**src/rtl/synth_cfg_pkg.sv**
```systemverilog
// Package: shared constants, latch addresses and word builders for the
// synthesizer serial register loader. Assumes a 24-bit control word with
// a two-bit latch address in bits [1:0].
package synth_cfg_pkg;

    localparam int WORD_W = 24;
    localparam int A_W    = 6;
    localparam int B_W    = 13;
    localparam int SLOT_W = 2;
    localparam int N_WORDS = 4;

    typedef enum logic [1:0] {
        ADDR_REF  = 2'b00,
        ADDR_FB   = 2'b01,
        ADDR_FUNC = 2'b10,
        ADDR_INIT = 2'b11
    } latch_addr_e;

    localparam logic [WORD_W-1:0] WORD_REF  = 24'h6200A0;
    localparam logic [WORD_W-1:0] WORD_FB   = 24'h200819;
    localparam logic [WORD_W-1:0] WORD_FUNC = 24'h003092;
    localparam logic [WORD_W-1:0] WORD_INIT = 24'h003093;

    localparam int FB_A_LSB = 2;
    localparam int FB_B_LSB = FB_A_LSB + A_W;
    localparam int FB_TOP_LSB = FB_B_LSB + B_W;

    localparam logic [A_W-1:0] RESET_A = WORD_FB[FB_B_LSB-1:FB_A_LSB];
    localparam logic [B_W-1:0] RESET_B = WORD_FB[FB_TOP_LSB-1:FB_B_LSB];

    // Latch order of a reload: slot index to latch address.
    function automatic latch_addr_e slot_to_addr(input logic [SLOT_W-1:0] slot);
        case (slot)
            2'd0:    return ADDR_INIT;
            2'd1:    return ADDR_FUNC;
            2'd2:    return ADDR_REF;
            default: return ADDR_FB;
        endcase
    endfunction

    // Feedback-divider word: fixed high bits, B, A, then the address.
    function automatic logic [WORD_W-1:0] build_fb_word(input logic [A_W-1:0] a,
                                                        input logic [B_W-1:0] b);
        return {WORD_FB[WORD_W-1:FB_TOP_LSB], b, a, ADDR_FB};
    endfunction

endpackage

```
**src/rtl/synth_word_select.sv**
```systemverilog
// Module: picks the control word for a given reload slot.
// Assumes A/B are already captured and stable for the whole reload.
module synth_word_select
    import synth_cfg_pkg::*;
(
    input  logic [SLOT_W-1:0] slot_i,
    input  logic [A_W-1:0]    a_i,
    input  logic [B_W-1:0]    b_i,
    output logic [WORD_W-1:0] word_o
);

    // Purpose: map the slot to its latch and return that latch's word.
    always_comb begin
        case (slot_to_addr(slot_i))
            ADDR_INIT: word_o = WORD_INIT;
            ADDR_FUNC: word_o = WORD_FUNC;
            ADDR_REF:  word_o = WORD_REF;
            default:   word_o = build_fb_word(a_i, b_i);
        endcase
    end

endmodule

```
**src/rtl/synth_serial_shifter.sv**
```systemverilog
// Module: shifts one word out MSB first on a divided serial clock, then
// holds load-enable for LE_HOLD system clocks. Data moves on the falling
// serial clock edge. Assumes go_i is only pulsed while the shifter is idle.
module synth_serial_shifter #(
    parameter int WORD_W  = 24,
    parameter int CLK_DIV = 2,
    parameter int LE_HOLD = 2
) (
    input  logic              clk,
    input  logic              rst_n,
    input  logic              go_i,
    input  logic [WORD_W-1:0] word_i,
    output logic              sclk_o,
    output logic              sdata_o,
    output logic              sle_o,
    output logic              done_o
);

    localparam int CNT_MAX = (CLK_DIV > LE_HOLD) ? CLK_DIV : LE_HOLD;
    localparam int CNT_W   = $clog2(CNT_MAX + 1);
    localparam int BIT_W   = $clog2(WORD_W + 1);
    localparam logic [CNT_W-1:0] DIV_LAST  = CNT_W'(CLK_DIV - 1);
    localparam logic [CNT_W-1:0] HOLD_LAST = CNT_W'(LE_HOLD - 1);

    typedef enum logic [1:0] {SH_IDLE, SH_LOW, SH_HIGH, SH_LATCH} sh_state_e;

    sh_state_e         state;
    logic [WORD_W-1:0] shreg;
    logic [BIT_W-1:0]  bits_left;
    logic [CNT_W-1:0]  cnt;

    assign sdata_o = shreg[WORD_W-1];

    // Purpose: serial clock phases, bit shifting and load-enable timing.
    always_ff @(posedge clk) begin
        if (!rst_n) begin
            state     <= SH_IDLE;
            shreg     <= '0;
            bits_left <= '0;
            cnt       <= '0;
            sclk_o    <= 1'b0;
            sle_o     <= 1'b0;
            done_o    <= 1'b0;
        end else begin
            done_o <= 1'b0;
            case (state)
                SH_IDLE: begin
                    if (go_i) begin
                        shreg     <= word_i;
                        bits_left <= BIT_W'(WORD_W);
                        cnt       <= '0;
                        state     <= SH_LOW;
                    end
                end
                SH_LOW: begin
                    if (cnt == DIV_LAST) begin
                        cnt    <= '0;
                        sclk_o <= 1'b1;
                        state  <= SH_HIGH;
                    end else begin
                        cnt <= cnt + 1'b1;
                    end
                end
                SH_HIGH: begin
                    if (cnt == DIV_LAST) begin
                        cnt    <= '0;
                        sclk_o <= 1'b0;
                        if (bits_left == BIT_W'(1)) begin
                            sle_o <= 1'b1;
                            state <= SH_LATCH;
                        end else begin
                            shreg     <= {shreg[WORD_W-2:0], 1'b0};
                            bits_left <= bits_left - 1'b1;
                            state     <= SH_LOW;
                        end
                    end else begin
                        cnt <= cnt + 1'b1;
                    end
                end
                default: begin
                    if (cnt == HOLD_LAST) begin
                        cnt    <= '0;
                        sle_o  <= 1'b0;
                        done_o <= 1'b1;
                        state  <= SH_IDLE;
                    end else begin
                        cnt <= cnt + 1'b1;
                    end
                end
            endcase
        end
    end

    // load-enable is never high together with the serial clock.
    p_le_sclk_low_r4: assert property (@(posedge clk) disable iff (!rst_n)
        sle_o |-> !sclk_o);

    // data does not move in the cycle the serial clock is high.
    p_data_hold_r3: assert property (@(posedge clk) disable iff (!rst_n)
        sclk_o |-> $stable(sdata_o));

    generate
        if (LE_HOLD >= 2) begin : g_le_width
            // a rising load-enable stays high for at least a second cycle.
            p_le_width_r4: assert property (@(posedge clk) disable iff (!rst_n)
                $rose(sle_o) |=> sle_o);
        end
    endgenerate

endmodule

```
**src/rtl/synth_cfg_loader.sv**
```systemverilog
// Module: top of the synthesizer serial register loader. It sequences
// four-word reloads (initialization, function, reference, feedback) on
// start or on a change of A/B, and it queues requests that arrive while busy.
// Assumes A/B inputs are synchronous to clk.
module synth_cfg_loader
    import synth_cfg_pkg::*;
#(
    parameter int CLK_DIV = 2,
    parameter int LE_HOLD = 2
) (
    input  logic           clk,
    input  logic           rst_n,
    input  logic           start_i,
    input  logic [A_W-1:0] a_cnt_i,
    input  logic [B_W-1:0] b_cnt_i,
    output logic           busy_o,
    output logic           done_o,
    output logic           sclk_o,
    output logic           sdata_o,
    output logic           sle_o
);

    localparam logic [SLOT_W-1:0] LAST_SLOT = SLOT_W'(N_WORDS - 1);

    typedef enum logic [1:0] {SQ_IDLE, SQ_ISSUE, SQ_WAIT} sq_state_e;

    sq_state_e         state;
    logic [SLOT_W-1:0] slot;
    logic              pending;
    logic [A_W-1:0]    snap_a;
    logic [B_W-1:0]    snap_b;
    logic [WORD_W-1:0] cur_word;
    logic              word_done;
    logic              go;
    logic              changed;

    assign changed = (a_cnt_i != snap_a) || (b_cnt_i != snap_b);
    assign go      = (state == SQ_ISSUE);
    assign busy_o  = (state != SQ_IDLE);

    // Purpose: reload sequencing, request queuing and A/B capture.
    always_ff @(posedge clk) begin
        if (!rst_n) begin
            state   <= SQ_IDLE;
            slot    <= '0;
            pending <= 1'b0;
            snap_a  <= RESET_A;
            snap_b  <= RESET_B;
            done_o  <= 1'b0;
        end else begin
            done_o <= 1'b0;
            if (start_i) begin
                pending <= 1'b1;
            end
            case (state)
                SQ_IDLE: begin
                    if (start_i || pending || changed) begin
                        snap_a  <= a_cnt_i;
                        snap_b  <= b_cnt_i;
                        slot    <= '0;
                        pending <= 1'b0;
                        state   <= SQ_ISSUE;
                    end
                end
                SQ_ISSUE: begin
                    state <= SQ_WAIT;
                end
                default: begin
                    if (word_done) begin
                        if (slot == LAST_SLOT) begin
                            done_o <= 1'b1;
                            state  <= SQ_IDLE;
                        end else begin
                            slot  <= slot + 1'b1;
                            state <= SQ_ISSUE;
                        end
                    end
                end
            endcase
        end
    end

    synth_word_select u_word_sel (
        .slot_i (slot),
        .a_i    (snap_a),
        .b_i    (snap_b),
        .word_o (cur_word)
    );

    synth_serial_shifter #(
        .WORD_W  (WORD_W),
        .CLK_DIV (CLK_DIV),
        .LE_HOLD (LE_HOLD)
    ) u_shifter (
        .clk     (clk),
        .rst_n   (rst_n),
        .go_i    (go),
        .word_i  (cur_word),
        .sclk_o  (sclk_o),
        .sdata_o (sdata_o),
        .sle_o   (sle_o),
        .done_o  (word_done)
    );

    // a start request while idle raises busy on the next clock.
    p_start_busy_r1: assert property (@(posedge clk) disable iff (!rst_n)
        (start_i && !busy_o) |=> busy_o);

    // done marks the first idle cycle after a reload.
    p_done_end_r6: assert property (@(posedge clk) disable iff (!rst_n)
        done_o |-> (!busy_o && $past(busy_o)));

    // serial clock and load-enable are quiet while idle.
    p_idle_quiet_r6: assert property (@(posedge clk) disable iff (!rst_n)
        !busy_o |-> (!sclk_o && !sle_o));

    // new A/B values seen while idle start a reload.
    p_auto_reload_r8: assert property (@(posedge clk) disable iff (!rst_n)
        (!busy_o && changed) |=> busy_o);

endmodule

```
**config.mk**
```make
export PLATFORM = sky130hd
export DESIGN_NAME = synth_cfg_loader
export DESIGN_NICKNAME = d
export VERILOG_FILES = /design/src/rtl/synth_cfg_pkg.sv /design/src/rtl/synth_word_select.sv /design/src/rtl/synth_serial_shifter.sv /design/src/rtl/synth_cfg_loader.sv
export SDC_FILE = /design/constraint.sdc
export NUM_CORES = 1
export LEC_CHECK = 0
export BUFFER_PORTS_ARGS = -buffer_cell sky130_fd_sc_hd__buf_2
export CELL_PAD_IN_SITES_DETAIL_PLACEMENT = 1
export CELL_PAD_IN_SITES_GLOBAL_PLACEMENT = 1
export CORE_AREA = 8 8 75 142
export DETAILED_ROUTE_END_ITERATION = 7
export DIE_AREA = 0 0 83 150
export GPL_ROUTABILITY_DRIVEN = 0
export HOLD_SLACK_MARGIN = 0.03
export PLACE_DENSITY_LB_ADDON = 0.1
export SYNTH_ARGS = -nofsm -noshare
export SYNTH_HDL_FRONTEND = slang
export SYNTH_HIERARCHICAL = 1
export SYNTH_SLANG_ARGS = --single-unit
```
**constraint.sdc**
```tcl
create_clock -name clk -period 2.5 [get_ports clk]
set_input_delay 0.25 -clock clk [delete_from_list [all_inputs] [get_ports clk]]
set_output_delay 0.25 -clock clk [all_outputs]
set_load 0.05 [all_outputs]
```
-- Word-level counts from Yosys, hierarchy flattened
Index checks and enable logic that the tools add are counted.
- add/subtract/negate cells: 3
- equality and inequality tests: 19
- muxes and demuxes: 38
- bitwise operators: 4
- reduce and logical (&&, ||, !) cells: 23
- operators with widths (cell ; number):
    24-bit two-way mux ; 3
    23-bit one-hot mux with 3 select lines ; 1
    24-bit one-hot mux with 2 select lines ; 1
    2-bit two-way mux ; 13
    5-bit two-way mux ; 3
    13-bit != test ; 1
    2-bit one-hot mux with 3 select lines ; 2
    4-bit AND reduction ; 3
    2-bit equality test, second input constant ; 5
    1-bit two-way mux ; 10
    5-bit one-hot mux with 2 select lines ; 1
    2-bit nonzero test ; 5
    2-bit by 1-bit equality test with 1-bit output, second input constant ; 4
    2-bit logical NOT ; 4
    2-bit by 1-bit != test with 1-bit output, second input constant ; 4
    2-bit one-hot mux with 2 select lines ; 2
    4-bit OR reduction ; 2
    2-bit != test, second input constant ; 3
    6-bit != test ; 1
    3-bit AND reduction ; 2
    5-bit by 1-bit equality test with 1-bit output, second input constant ; 1
    5-bit by 1-bit subtractor with 5-bit output, second input constant ; 1
    2-bit by 1-bit adder with 2-bit output, second input constant ; 2
    1-bit inverter ; 4
    other kinds (5) ; 9
- register bits after elaboration: 61
- bits of input ports: 22
- output and inout port bits: 5
- word-level logic and storage cells: 100

-- Depth between registers and ports, before layout
- depth in word-level cells: 6
- gate-level depth with buffers: 7
- mapped depth without buffers: 6

-- By module
The synthesis kept the hierarchy.
- by module, submodules not included (module ; instances ; cells an instance ; area an instance (µm²) ; sequential area each (µm²)):
    synth_serial_shifter ; 1 ; 198 ; 1605.3 ; 720.7
    synth_cfg_loader ; 1 ; 182 ; 1537.7 ; 500.5
    synth_word_select ; 1 ; 40 ; 255.2 ; 0.0

-- Worst setup path before layout
OpenSTA, ideal clock, no wires.
- path type: flip-flop to flip-flop
- start: register state[1] (netlist name)
- end: register u_shifter.shreg[23]
- library setup time: 91 ps
- data arrival time: 1727 ps
- required time: 2409 ps
- slack: 682 ps
- cell stages (with the launch flop): 8
- buffers on the path: 2
- period minus slack after synthesis: 1818 ps
- path through: dfxtp_1 clkbuf_1 nor2b_1 or3b_4 a22oi_4 buf_2 nor2_1 a311oi_1
- RTL lines (element ; RTL line ; source):
    end signal: assignment ; synth_serial_shifter.sv:49 ; shreg <= word_i;
    end signal: assignment ; synth_serial_shifter.sv:72 ; shreg <= {shreg[WORD_W-2:0], 1'b0};
    end: declaration ; synth_serial_shifter.sv:28 ; logic [WORD_W-1:0] shreg;

-- Final worst setup path
- start: register snap_b[7]
- end: register snap_b[11]
- cells in the longest elaborated chain, start to end: 4
- ends and longest elaborated chain (element ; RTL line ; source):
    start: declaration ; synth_cfg_loader.sv:31 ; logic [B_W-1:0] snap_b;
    start signal: assignment ; synth_cfg_loader.sv:59 ; snap_b <= b_cnt_i;
    13-bit != test ; synth_cfg_loader.sv:37 ; assign changed = (a_cnt_i != snap_a) || (b_cnt_i != snap_b);
    1-bit logical OR ; synth_cfg_loader.sv:37 ;
    1-bit logical OR ; synth_cfg_loader.sv:57 ; if (start_i || pending || changed) begin
    2-bit AND reduction (no source line) ; -- ;
Every way passes these cells.
A chain may end at the register's enable or synchronous reset.

==> results.cfg <==
[outcome]
status = complete, no violations

[timing]
finalCriticalPeriod_ns = 2.06
finalCritPeriodShare = 0.823
fmax_mhz = 486
rsz0062_at_grt = false
setup_violations = 0
worst_slew_pin_slew_ns = 0.732
finClkSkew_ns = 0.00662
slew_headroom = 0.512
fin_ws_ns = 0.443
slew_violations = 0
hold_viol_final = 0
finalSetupTns_ns = 0

[cts]
clkTransAtPathRegs_ns = 0.05
postCtsHoldBufs = 0
cts_buffer_depth = 2
numCtsBuffers = 9
cts_tree = built
ctsResizeCount = 0
cts_setup_buffers = 0
clk_latency_ns = 0.33
cts-root-buf = clkbuf_16
cts_sinks = 61
htree_levels = 3

[layout]
finalCoreUtilization = 0.438
diodes = 0
area_growth_pct = 14.6
fin_area_um2 = 3890
register_area_um2 = 1220
multiInputGateArea_um2 = 1970
drive_above_1_share = 0.152
nFillCells = 1074
fin_nets = 465

[grt]
grt_max_degree = 51
antenna_found_initial = 0
grt_use_met2 = 0.278
overflow = 0
grt_busiest_layer = met2
grt_pass1_vias = 3177
gr-usage-met1 = 0.162
track_usage = 0.152
use_met3 = 0.0327
grt_pass1_wl_um = 15500

[min_path]
hp-class = in -> reg

[die]
die-area_um2 = 12500
row_count = 49
initial_core_util = 0.382
io_pins = 27
die_h_um = 150
die_width_um = 83
core_area_um2 = 8890

[logic_synthesis]
syn_area_um2 = 3400
synth_top_area_share = 0.359
synthFlopType = dfxtp_1
yosysSeqAreaShare = 0.359
synth_edf_count = 0
syn-num-nets = 450
ys_async_sr_fraction = 0
ys_seq_elements = 61
synth.avg_cell_area_um2 = 8.09
yosys_warnings = 6
synthCells = 420
synthTopCellsByArea = dfxtp_1 (36%), nand2_1 (10%), a311oi_1 (6.2%)
yosys.area.top_type = dfxtp_1
ys_types = 52

[critical_path]
crit_path_end_kind = register
crit_fanout = 20
slowest_delay_ns = 0.43
cp_top_family = simple AND/OR/NAND/NOR gates
arrival_ns = 2.29
crit_buf_inv = 1
crit_slowest_cell = nor4_2
startpoint_type = register
critPathRequiredTime_ns = 2.73
path_cells = xor2_1 -> nor4_2 -> nand3_2 -> buf_4 -> o311ai_1
critical_path_class = reg -> reg

[place]
placed_area_um2 = 3580
port_buffers = 26
dp_slack_ns = 0.450
dp_hpwl_um = 6530

[power_and_ir_drop]
p_per_area_nw_per_um2 = 776
p_leak_uw = 0.00161
total_power_uw = 3020
irDropWorstVdd_v = 0.000344

[route]
wirelength_um = 9150
drc = 0
dr.pass1.iters = 5
avgRoutedWirePerCell_um = 16.9
vias = 3004
drtIter0Drc = 111
antenna_left = 0
via_per_inst = 5.54

[flow_run]
max-cap-violations = 0
[registers in the layout, summed over array words and instances, names as in the netlist]
name,cells
u_shifter/done_o,1
state,2
snap_b,13
u_shifter/sle_o,1
u_shifter/state,2
u_shifter/sclk_o,1
u_shifter/cnt,2
slot,2
pending,1
u_shifter/shreg,24
snap_a,6
done_o,1
u_shifter/bits_left,5
[per-layer routing]
metal | part of all wire | wire (µm) | vias up
met3 | 0.019 | 177 | 13
met5 | 0 | 0 | -
met2 | 0.54 | 4990 | 24
met4 | 0.016 | 147 | 0
li1 | - | - | 1515
met1 | 0.42 | 3840 | 1452
[tightest hold or removal path, stage by stage]
cell    delay (ns)
buf_2         0.08
nor2_1        0.04
nor2_1        0.09
[Yosys cell counts, drive strengths merged, types with 2 or more instances]
library cell,instances
a21oi,13
a22oi,2
a2bb2oi,16
a311oi,24
and2,14
and3,18
and4,2
buf,20
clkbuf,12
dfxtp,61
ha,8
inv,13
nand2,91
nand2b,5
nand3,4
nand4,3
nor2,36
nor2b,4
nor4,3
o211ai,7
o21a,2
o21ai,6
o311ai,16
o31ai,3
or2,2
xnor2,7
xor2,13
[per-stage QoR]
stage | hold slack (ns) | cells
floorplan | 0.364 | 420
global placement | 0.456 | 526
detailed placement | 0.468 | 526
CTS | 0.159 | 542
global route | 0.168 | 542
finish | 0.162 | 542
[worst paths after layout]
| kind | cells after the start | endpoint | slack (ns) | from |
|---|---|---|---|---|
| max | 5 | snap_b[11]$_SDFFE_PN0P_ | 0.44 | snap_b[7]$_SDFFE_PN0P_ |
| min | 3 | pending$_SDFF_PN0_ | 0.16 | start_i |
| max reg2reg | 5 | snap_b[11]$_SDFFE_PN0P_ | 0.44 | snap_b[7]$_SDFFE_PN0P_ |
| min reg2reg | 2 | u_shifter/shreg[8]$_SDFFE_PN0P_ | 0.47 | u_shifter/shreg[7]$_SDFFE_PN0P_ |
[final cells by class]
class | instances | share of cell area
Multi-Input combinational cell | 314 | 0.505
Clock inverter | 5 | 0.0151
Timing Repair Buffer | 36 | 0.0559
Tap cell | 102 | 0.0328
Clock buffer | 11 | 0.0649
Sequential cell | 61 | 0.314
Inverter | 13 | 0.0125
[where the power goes]
part | total [µW] | switching, µW | internal (µW)
Sequential | 1200 | 103 | 1100
Combinational | 535 | 300 | 236
Clock | 1290 | 463 | 825
[cell families (layout without fill, tap and decap cells)]
kind of cell,count (synthesis),count (layout),share of synthesized area
AOI/OAI and AO/OA,96,96,0.225
DFF,61,61,0.359
other,1,1,0.00110
buffers and inverters,45,65,0.0626
and+or+nand+nor,189,189,0.271
xor gates and xnor gates,20,20,0.0515
adders and majority gates,8,8,0.0295
[placed cells by master, fill, tap and decap left out, types with 2 or more instances in the layout]
cell	Yosys	layout
nor2_1	35	35
ha_1	8	8
o21ai_0	6	6
nand4_1	3	3
and2_1	14	14
clkbuf_8	0	2
a2bb2oi_1	16	16
a21oi_1	13	13
clkinvlp_4	0	2
a311oi_1	24	24
buf_4	1	9
xnor2_1	7	7
nand2_1	91	91
nor4_2	3	3
dfxtp_1	61	61
o21a_1	2	2
nand3_1	3	3
xor2_1	13	13
nand2b_1	5	5
o31ai_1	3	3
clkbuf_16	0	9
nor2b_1	4	3
o311ai_1	15	15
inv_1	12	12
and3_1	17	17
o211ai_1	7	7
buf_2	14	26
and4_1	2	2
No activity file was read; power rests on OpenSTA's default activity.
